## src/rtl/ser_port_pkg.sv

```systemverilog
package ser_port_pkg;
  // width of a counter that must hold the values 0..n
  function automatic int unsigned cnt_width(input int unsigned n);
    return $clog2(n + 1);
  endfunction
endpackage

```

## src/rtl/ser_edge_sync.sv

```systemverilog
module ser_edge_sync #(
  parameter int STAGES = 2
) (
  input  logic clk,
  input  logic rst,
  input  logic async_in,
  output logic rise,
  output logic fall
);
  logic [STAGES-1:0] chain;
  logic              last_q;

  generate
    for (genvar i = 0; i < STAGES; i++) begin : g_stage
      if (i == 0) begin : g_first
        always_ff @(posedge clk) begin
          if (rst) chain[0] <= 1'b0;
          else     chain[0] <= async_in;
        end
      end else begin : g_next
        always_ff @(posedge clk) begin
          if (rst) chain[i] <= 1'b0;
          else     chain[i] <= chain[i-1];
        end
      end
    end
  endgenerate

  always_ff @(posedge clk) begin
    if (rst) last_q <= 1'b0;
    else     last_q <= chain[STAGES-1];
  end

  assign rise = chain[STAGES-1] & ~last_q;
  assign fall = ~chain[STAGES-1] & last_q;

  // a detected rise leaves the level high for the next cycle
  AST_RISE_LEVEL: assert property (@(posedge clk) disable iff (rst)
    rise |=> !fall);
endmodule

```

## src/rtl/ser_result_hold.sv

```systemverilog
module ser_result_hold #(
  parameter int DATA_W = 10
) (
  input  logic              clk,
  input  logic              rst,
  input  logic              new_valid,
  input  logic [DATA_W-1:0] new_data,
  input  logic              busy,
  output logic [DATA_W-1:0] held
);
  logic [DATA_W-1:0] pend_data;
  logic              pending;

  always_ff @(posedge clk) begin
    if (rst) begin
      held      <= '0;
      pend_data <= '0;
      pending   <= 1'b0;
    end else if (!busy) begin
      if (new_valid)    held <= new_data;
      else if (pending) held <= pend_data;
      pending <= 1'b0;
    end else if (new_valid) begin
      pend_data <= new_data;
      pending   <= 1'b1;
    end
  end

  AST_HELD_FROZEN: assert property (@(posedge clk) disable iff (rst)
    busy |=> $stable(held));
  AST_PEND_DRAIN: assert property (@(posedge clk) disable iff (rst)
    (pending && !busy) |=> (held == $past(pend_data) || $past(new_valid)));
endmodule

```

## src/rtl/ser_shift_engine.sv

```systemverilog
module ser_shift_engine #(
  parameter int DATA_W = 10
) (
  input  logic              clk,
  input  logic              rst,
  input  logic              arm,
  input  logic              sclk_rise,
  input  logic              sclk_fall,
  input  logic [DATA_W-1:0] held,
  output logic              sdo,
  output logic              oe,
  output logic              busy
);
  localparam int CW = ser_port_pkg::cnt_width(DATA_W);
  localparam logic [CW-1:0] LAST = CW'(DATA_W);
  localparam logic [CW-1:0] TOP  = CW'(DATA_W - 1);

  logic [CW-1:0] cnt;
  logic [CW-1:0] idx;
  logic          armed;

  assign idx = TOP - cnt;

  always_ff @(posedge clk) begin
    if (rst) begin
      armed <= 1'b0;
      cnt   <= '0;
      oe    <= 1'b0;
      sdo   <= 1'b0;
    end else if (arm) begin
      armed <= 1'b1;
      cnt   <= '0;
      oe    <= 1'b0;
      sdo   <= 1'b0;
    end else if (armed) begin
      if (sclk_rise && cnt < LAST) begin
        oe  <= 1'b1;
        sdo <= held[idx];
        cnt <= cnt + 1'b1;
      end else if (sclk_fall && cnt == LAST) begin
        oe    <= 1'b0;
        sdo   <= 1'b0;
        armed <= 1'b0;
      end
    end
  end

  assign busy = armed && (cnt != '0);

  AST_CNT_LIMIT: assert property (@(posedge clk) disable iff (rst)
    cnt <= LAST);
  AST_RELEASE_POINT: assert property (@(posedge clk) disable iff (rst)
    $fell(oe) |-> ($past(cnt) == LAST || $past(arm)));
  AST_DATA_ON_RISE: assert property (@(posedge clk) disable iff (rst)
    (!sclk_rise && !arm && !sclk_fall) |=> $stable(sdo));
  AST_REARM_CLEARS: assert property (@(posedge clk) disable iff (rst)
    arm |=> (!oe && !busy));
endmodule

```

## src/rtl/serial_result_port.sv

```systemverilog
module serial_result_port #(
  parameter int DATA_W    = 10,
  parameter int SYNC_STGS = 2
) (
  input  logic              clk,
  input  logic              rst,
  input  logic              sclk_in,
  input  logic              cstart_in,
  input  logic              res_valid,
  input  logic [DATA_W-1:0] res_data,
  output logic              dout,
  output logic              dout_oe,
  output logic              rd_busy
);
  logic sclk_rise, sclk_fall, cs_rise, cs_fall;
  logic [DATA_W-1:0] held;
  logic sdo_q;

  ser_edge_sync #(.STAGES(SYNC_STGS)) u_sclk_sync (
    .clk(clk), .rst(rst), .async_in(sclk_in), .rise(sclk_rise), .fall(sclk_fall));
  ser_edge_sync #(.STAGES(SYNC_STGS)) u_cs_sync (
    .clk(clk), .rst(rst), .async_in(cstart_in), .rise(cs_rise), .fall(cs_fall));

  ser_result_hold #(.DATA_W(DATA_W)) u_hold (
    .clk(clk), .rst(rst), .new_valid(res_valid), .new_data(res_data),
    .busy(rd_busy), .held(held));

  ser_shift_engine #(.DATA_W(DATA_W)) u_engine (
    .clk(clk), .rst(rst), .arm(cs_rise), .sclk_rise(sclk_rise),
    .sclk_fall(sclk_fall), .held(held), .sdo(sdo_q), .oe(dout_oe),
    .busy(rd_busy));

  assign dout = sdo_q;

  AST_BUSY_DRIVES: assert property (@(posedge clk) disable iff (rst)
    rd_busy |-> dout_oe || !$past(cs_fall || !cs_fall));
  AST_IDLE_QUIET: assert property (@(posedge clk) disable iff (rst)
    !dout_oe |-> !dout);
endmodule

```

## config.mk

```make
export PLATFORM = sky130hd
export DESIGN_NAME = serial_result_port
export DESIGN_NICKNAME = d
export VERILOG_FILES = /design/src/rtl/ser_port_pkg.sv /design/src/rtl/ser_edge_sync.sv /design/src/rtl/ser_result_hold.sv /design/src/rtl/ser_shift_engine.sv /design/src/rtl/serial_result_port.sv
export SDC_FILE = /design/constraint.sdc
export NUM_CORES = 1
export LEC_CHECK = 0
export ABC_AREA = 0
export BUFFER_PORTS_ARGS = -buffer_cell sky130_fd_sc_hd__buf_4
export CAP_MARGIN = 0
export CORE_AREA = 2 2 57 59
export CTS_BUF_LIST = sky130_fd_sc_hd__clkbuf_2 sky130_fd_sc_hd__clkbuf_4 sky130_fd_sc_hd__clkbuf_8
export CTS_CLUSTER_DIAMETER = 200
export DETAILED_ROUTE_END_ITERATION = 16
export DIE_AREA = 0 0 59 61
export GPL_TIMING_DRIVEN = 0
export PLACE_DENSITY = 0.77
export SKIP_LAST_GASP = 1
export SLEW_MARGIN = 30
export SYNTH_ARGS = -nofsm -noshare
export SYNTH_HDL_FRONTEND = slang
export SYNTH_SLANG_ARGS = --single-unit
```

## constraint.sdc

```tcl
create_clock -name clk -period 2.4 [get_ports clk]
set_input_delay 0.12 -clock clk [delete_from_list [all_inputs] [get_ports clk]]
set_output_delay 0.12 -clock clk [all_outputs]
set_load 0.005 [all_outputs]
```

# ---- Word-level counts from Yosys, hierarchy flattened
# Cells that the tools add are included.
dict set report classes {
  eq_ne 1
  mux 11
  order_cmp 2
  bitwise_logic 7
  reduce_logical 12
  addsub 2
}
# op count
set ops {}
lappend ops {{two-way mux 10 bit} 2}
lappend ops {{two-way mux 1 bit} 8}
lappend ops {{AND reduction 2 bit} 4}
lappend ops {{less-than comparator 4 x 5 -> 1 bit, second input constant} 1}
lappend ops {{adder 4 x 1 -> 4 bit, second input constant} 1}
lappend ops {{binary-select mux 1 bit (select 4 bit)} 1}
lappend ops {{== test 4 bit, second input constant} 1}
lappend ops {{less-than comparator 4 bit, second input constant} 1}
lappend ops {{inverter 1 bit} 4}
lappend ops {{nonzero test 2 bit} 2}
lappend ops {{nonzero test 4 bit} 1}
lappend ops {{OR reduction 2 bit} 2}
lappend ops {{subtractor 4 bit, first input constant} 1}
lappend ops {{AND 1 bit} 3}
lappend ops {{logical AND 1 bit} 3}
dict set report totals {
  ff_bits 34
  inputBits 15
}

# ---- Depth between registers and ports, before layout
# Gate-level depths: netlist of run 1.
dict set report logic_depth {
  word_depth 7
  ltp_mapped 7
  ltp_nobuf 6
}

# ---- Modules after synthesis
# A second synthesis of run 1 with hierarchy kept.
dict set report unflattened {
  cells_unflattened 164
  area_unflattened_um2 1574.0
}
# module instances area_each_um2 cells_per_inst
set modules_own_cells {}
lappend modules_own_cells {ser_result_hold 1 905.9 93}
lappend modules_own_cells {ser_shift_engine 1 485.5 55}
lappend modules_own_cells {ser_edge_sync 2 91.3 8}

# ---- Worst setup path before layout of run 1
# No wires, ideal clock.
dict set report synth_path {
  path_type {register to register}
  startpoint {reg u_engine.cnt[1]}
  endpoint {reg u_engine.sdo}
  path_buffers 0
  period_less_slack_ps 1707
  stages_incl_launch_ff 7
  slack_ps 693
  setup_time_ps 74
  required_ps 2326
  arrival_ps 1632
  path_cell_list {dfxtp_1 > inv_1 > ha_1 > mux4_1 > mux2i_1 > or4b_1 > o21ai_0}
}
dict set report synth_between {
  elab_chain_len 4
  elab_cells_between_ends 10
  classes_between {add/sub (1); order compare (1); eq/ne (1); mux (3); reduce/logical (4)}
}
# item line
set synth_lines {}
lappend synth_lines {{start: declaration} ser_shift_engine.sv:18} ;# logic [CW-1:0] cnt;
lappend synth_lines {{start signal: assignment} ser_shift_engine.sv:39} ;# cnt <= cnt + 1'b1;
lappend synth_lines {{subtractor 4 bit, or another cell as far along} ser_shift_engine.sv:22} ;# assign idx = TOP - cnt;
lappend synth_lines {{binary-select mux 1 bit (select 4 bit), or another cell as far along} ser_shift_engine.sv:38} ;# sdo <= held[idx];
lappend synth_lines {{two-way mux 1 bit (implied by the code) or nonzero test 2 bit (tied branches)} --}
lappend synth_lines {{two-way mux 1 bit or AND reduction 2 bit (tied branches)} --}
lappend synth_lines {{end signal: assignment} ser_shift_engine.sv:38}
lappend synth_lines {{end: declaration} ser_shift_engine.sv:10} ;# output logic sdo,
# Parallel ways exist; a longest one is shown, timed or not. The select of a mux whose other input is x is not followed.
# A chain may end at the register's enable or synchronous reset.

# ---- Worst setup path in the final report of run 1
# Same ends and word-level chain as after synthesis.

==> impl_metrics.yaml, run 1 <==
outcome:
  status: "finished clean"
detailed_routing:
  drc: 0
  firstDrtPassIters: 2
  ant_nets: 0
  drt_iter0_drc: 32
  viasPerCell: 5.29
  wl_um: 2620
  vias: 1085
  wire_per_inst_um: 12.8
place:
  dp_hpwl_um: 2040
  pre_cts_ws_ns: 0.485
  portBuffers: 17
  place_congestion: 0.739
logic_synthesis:
  syn_area_mm2: 0.00147
  synthTopCellsByArea: "dfxtp_1 (46%), mux2i_1 (16%), nor2_1 (6.1%)"
  synth.distinct_cells: 29
  async_flop_share_pct: 0
  yosysTopAreaCell: "dfxtp_1"
  yosysTopAreaCellShare_pct: 46.4
  avgSynthCellArea_um2: 10.1
  synth_ff_type: "dfxtp_1"
  synth_nets: 165
  synth_seq_cells: 34
  synth_edf_count: 0
  yosys_warnings: 0
  synth_seq_area_share_pct: 46.4
  synth_cells: 145
cts:
  cts_sinks: 34
  cts_buffer_depth: 2
  cts.clk_slew.worst_paths_ns: 0.09
  root_buffer: "clkbuf_4"
  cts_buffers: 5
  cts_setup_buffers: 0
  cts_tree: "built"
  cts_max_level: 2
  clock_latency_ns: 0.33
critical_path:
  critPathLaunchType: "register"
  path_class: "register to register"
  arrival_ns: 2.18
  end_kind: "register"
  cp_max_fo: 9
  required_ns: 2.66
sta:
  rsz0062_at_grt: "no"
  tns_ns: 0
  setup_viol: 0
  maxSlewViolCount: 0
  fmax_ghz: 0.522
  layout_setup_ws_ns: 0.485
  fin_crit_sh_pct: 79.8
  slew_headroom_pct: 53.9
  finalCriticalPeriod_ns: 1.91
  tightest_slew_ns: 0.692
  fin_worst_skew_ns: 0.00189
  finalHoldViolCount: 0
global_routing:
  grt_max_degree: 11
  grt_pass1_vias: 1107
  grt_pass1_wl_um: 4700
  grt_use_total_pct: 17.5
  overflow: 0
  antenna_found_initial: 0
power:
  power_leakage_nw: 0.790
  ir_drop_uv: 413
  power-per-cell-area_mw_per_mm2: 581
floorplan:
  start_util_pct: 49.7
  rows: 20
  ios: 18
  core-area_mm2: 0.00295
  die_w_um: 59
  die-area_mm2: 0.00360
  die_height_um: 61
final_layout:
  finalNetCount: 191
  area_delta_synth_final_pct: 17.2
  num-fill-cells: 280
  drive_gt1_share_pct: 16.9
  n_antenna_cell: 0
  layout_common_cells: "dfxtp_1 (34), nor2_1 (24), mux2i_1 (23), buf_4 (19), a211oi_1 (10)"
  mostFrequentLayoutCell: "dfxtp_1"
min_path:
  hp-class: "primary input to register"
job:
  cap_violations: 0
[critical path, cell delays in order (launching register included)]
cell and delay (ns):
dfxtp_1 0.55, inv_1 0.12, ha_1 0.36, mux4_1 0.23, mux2i_1 0.07, or4b_1 0.45
o21ai_0 0.07
[per-layer routing]
metal,vias to the layer above,wire length [µm],track usage (%)
met1,502,1110,19.3
met5,-,0,0
met4,0,42,7.47
met3,7,107,6.18
li1,561,-,-
met2,15,1360,30.8
[cells by family (layout without fill, tap and decap cells)]
group | after synthesis | in the layout | synth area share (%)
flip-flops | 34 | 34 | 46.4
AND/OR/NAND/NOR | 49 | 49 | 16.7
multiplexers | 25 | 25 | 19.3
buffers and inverters | 11 | 38 | 3.41
adder cells (fa/ha/maj) | 5 | 5 | 4.26
AO/OA/AOI/OAI | 17 | 17 | 7.59
XOR/XNOR | 4 | 4 | 2.39
[registers in the layout (all words and copies together), names as in the netlist]
signal              cells
u_hold.held            10
u_hold.pend_data       10
u_engine.cnt            4
u_cs_sync.chain         2
u_sclk_sync.chain       2
u_cs_sync.last_q        1
u_engine.armed          1
u_engine.oe             1
u_engine.sdo            1
u_hold.pending          1
u_sclk_sync.last_q      1
[cell usage after synthesis (2+ instances only)]
| cell | number |
|---|---|
| a211oi_1 | 10 |
| nand3_1 | 4 |
| clkbuf_1 | 4 |
| inv_1 | 4 |
| buf_4 | 2 |
| a21oi_1 | 4 |
| xnor2_1 | 3 |
| mux4_1 | 2 |
| ha_1 | 5 |
| nand2_1 | 5 |
| nor2b_1 | 6 |
| mux2i_1 | 23 |
| dfxtp_1 | 34 |
| nor2_1 | 24 |
[worst paths after layout]
| kind | start | endpoint | slack (ns) | cells after the start |
|---|---|---|---|---|
| max reg2reg | u_engine.cnt[1] | u_engine.sdo | 0.49 | 6 |
| min reg2reg | u_sclk_sync.chain[0] | u_sclk_sync.chain[1] | 0.45 | 1 |
| max | u_engine.cnt[1] | u_engine.sdo | 0.49 | 6 |
| min | res_data[0] | u_hold.pend_data[0] | 0.03 | 3 |
[stage by stage]
step	instance area, µm²	power, mW	hold slack [ns]	cells	utilization [%]
after global placement	1640	0.675	0.333	195	55.4
after floorplan	1470	0.646	0.248	145	-
final	1720	0.999	0.0288	205	58.3
after CTS	1720	1.02	0.0180	205	58.3
after detailed placement	1640	0.679	0.337	195	55.4
after global routing	1720	1.05	0.0217	205	58.3
[report_power, final]
group          leakage (nW)  switching [mW]  internal (mW)
clock network        0.0387           0.178          0.153
registers             0.277         0.00893          0.580
logic                 0.474          0.0370         0.0422
[area by class of cell]
cell class / instances / area [µm²] / share of cell area, %
Buffer: 7 / 35.0 / 2.04
Clock buffer: 7 / 58.8 / 3.42
Clock inverter: 1 / 5.00 / 0.291
Inverter: 4 / 15.0 / 0.873
Multi-Input combinational cell: 100 / 737 / 42.8
Sequential cell: 34 / 681 / 39.6
Tap cell: 33 / 41.3 / 2.40
Timing Repair Buffer: 19 / 148 / 8.58
[repair_timing]
item	CTS	global route
hold endpoints to repair	2	0
gates resized for setup	0	0
hold buffers	2	0
Power figures use the tool's default switching activity.
==> inputs of run 2 (changes only) <==
--- a/config.mk
+++ b/config.mk
@@ -14,7 +14,7 @@
 export DETAILED_ROUTE_END_ITERATION = 16
 export DIE_AREA = 0 0 59 61
 export GPL_TIMING_DRIVEN = 0
-export PLACE_DENSITY = 0.77
+export PLACE_DENSITY = 0.79
 export SKIP_LAST_GASP = 1
 export SLEW_MARGIN = 30
 export SYNTH_ARGS = -nofsm -noshare
==> constraint.sdc (replaced) <==
create_clock -name clk -period 1.72 [get_ports clk]
set_input_delay 0.086 -clock clk [delete_from_list [all_inputs] [get_ports clk]]
set_output_delay 0.086 -clock clk [all_outputs]
set_load 0.005 [all_outputs]
==> run 2 against run 1 <==
Total power is 54% higher. Setup slack worse by 0.43 ns. Routed wire length is 7.8% higher. Sequential cell count stayed put. Highest routed layer unchanged. Clock power is 77% higher. Via count is 4.1% higher. Clock skew is 0.0094 ns higher. Die area stayed put. Utilization is 6.9 points higher. Combinational power is 72% higher. Non-clock buffer count is 13 higher. Count of clock-buffer cells in the layout is 2 lower.
==> impl_metrics.yaml, run 2 (synthesis results as in run 1) <==
place:
  place_congestion: 0.707
  dp_hpwl_um: 1870
  portBuffers: 17
  pre_cts_ws_ns: -0.229
  dpl-instance-area_mm2: 0.00164
critical_path:
  required_ns: 1.63
  cp_max_fo: 3
  path_class: "register to primary output"
  arrival_ns: 1.58
  end_kind: "primary output"
  critPathLaunchType: "register"
power:
  power-per-cell-area_mw_per_mm2: 799
  total_power_mw: 1.54
  power_leakage_nw: 0.854
  ir_drop_uv: 716
sta:
  slew_headroom_pct: 55.3
  maxSlewViolCount: 0
  setup_viol: 0
  tightest_slew_ns: 0.671
  finalCriticalPeriod_ns: 1.67
  fin_worst_skew_ns: 0.0113
  rsz0062_at_grt: "yes"
  layout_setup_ws_ns: 0.0538
  fin_hold_ws_ns: 0.110
  fmax_ghz: 0.600
  fin_crit_sh_pct: 96.9
  finalHoldViolCount: 0
  tns_ns: 0
cts:
  cts_max_level: 2
  cts_sinks: 34
  cts_tree: "built"
  root_buffer: "clkbuf_4"
  cts_buffer_depth: 2
  cts_buffers: 5
  cts.clk_slew.worst_paths_ns: 0.11
  clock_latency_ns: 0.34
final_layout:
  n_antenna_cell: 0
  drive_gt1_share_pct: 24.3
  num-fill-cells: 235
  fin_area_mm2: 0.00193
  layout_common_cells: "dfxtp_1 (31), nor2_1 (24), mux2i_1 (23), buf_4 (19), dlygate4sd3_1 (12)"
  finalNetCount: 204
  multi_input_area_um2: 782
  mostFrequentLayoutCell: "dfxtp_1"
  area_delta_synth_final_pct: 31.2
  ff_latch_area_um2: 689
  reg_top3: "u_hold.held: 10 flops, u_hold.pend_data: 10 flops, u_engine.cnt: 4 flops"
global_routing:
  antenna_found_initial: 0
  grt_pass1_vias: 1105
  grt_max_degree: 13
  grt_use_total_pct: 17.0
  grt_pass1_wl_um: 4580
  overflow: 0
floorplan:
  core-area_mm2: 0.00295
  start_util_pct: 49.7
  die_height_um: 61
  ios: 18
  die_w_um: 59
  rows: 20
  die-area_mm2: 0.00360
min_path:
  hp-class: "primary input to register"
detailed_routing:
  wl_um: 2820
  firstDrtPassIters: 4
  wire_per_inst_um: 12.9
  drt_iter0_drc: 34
  ant_nets: 0
  drc: 0
  vias: 1129
  viasPerCell: 5.18
outcome:
  status: "finished clean"
job:
  cap_violations: 0
[run 2: path summary, 6_finish.rpt]
kind / start / end / slack [ns] / cells past startpoint
worst min register to register: u_sclk_sync.chain[0] / u_sclk_sync.chain[1] / 0.44 / 1
worst min-delay path: res_valid / u_hold.pending / 0.11 / 3
worst max-delay path: u_engine.cnt[1] / rd_busy / 0.05 / 5
worst max register to register: u_engine.cnt[1] / u_hold.held[8] / 0.07 / 7
[run 2: critical path, stage by stage (launching register included)]
cell and delay (ns):
dfxtp_4 0.37, inv_4 0.07, ha_4 0.12, or3b_4 0.39, and2_4 0.18, buf_6 0.11
[run 2: area by class of cell]
class                      instances  share of cell area [%]
clock inverter                     3                    2.34
buffer                             7                    2.01
inverter                           4                    1.04
tap                               33                    2.14
sequential                        34                    35.8
timing repair buffer              32                    14.1
clock buffer                       5                    1.95
multi-input combinational        100                    40.6
[run 2: through the flow]
stage	util, %	std cells
2_1_floorplan	-	145
3_3_place_gp	55.4	195
3_5_place_dp	55.4	195
4_1_cts	63.2	217
5_1_grt	65.2	218
6_report	65.2	218
[run 2: repair_timing]
action / in CTS / in global routing
gates cloned: 0 / 1
endpoints found under the setup margin: 22 / 19
pin swaps: 0 / 1
endpoints found under the hold margin: 12 / 0
hold buffers: 12 / 0
buffers inserted: 2 / 0
gates resized for setup: 7 / 14
[run 2: power breakdown]
part / leakage (nW) / switching (mW) / internal (mW) / total, mW
clock: 0.0374 / 0.281 / 0.305 / 0.585
sequential: 0.279 / 0.0115 / 0.806 / 0.818
combinational: 0.537 / 0.0595 / 0.0762 / 0.136
[run 2: layer usage]
| metal | track usage, % | up-vias | share of wire (%) |
|---|---|---|---|
| met5 | 0 | - | 0 |
| met4 | 5.84 | 0 | 1.3 |
| met3 | 5.76 | 5 | 3.2 |
| met2 | 30.6 | 17 | 51 |
| met1 | 18.8 | 525 | 44 |
| li1 | - | 582 | - |
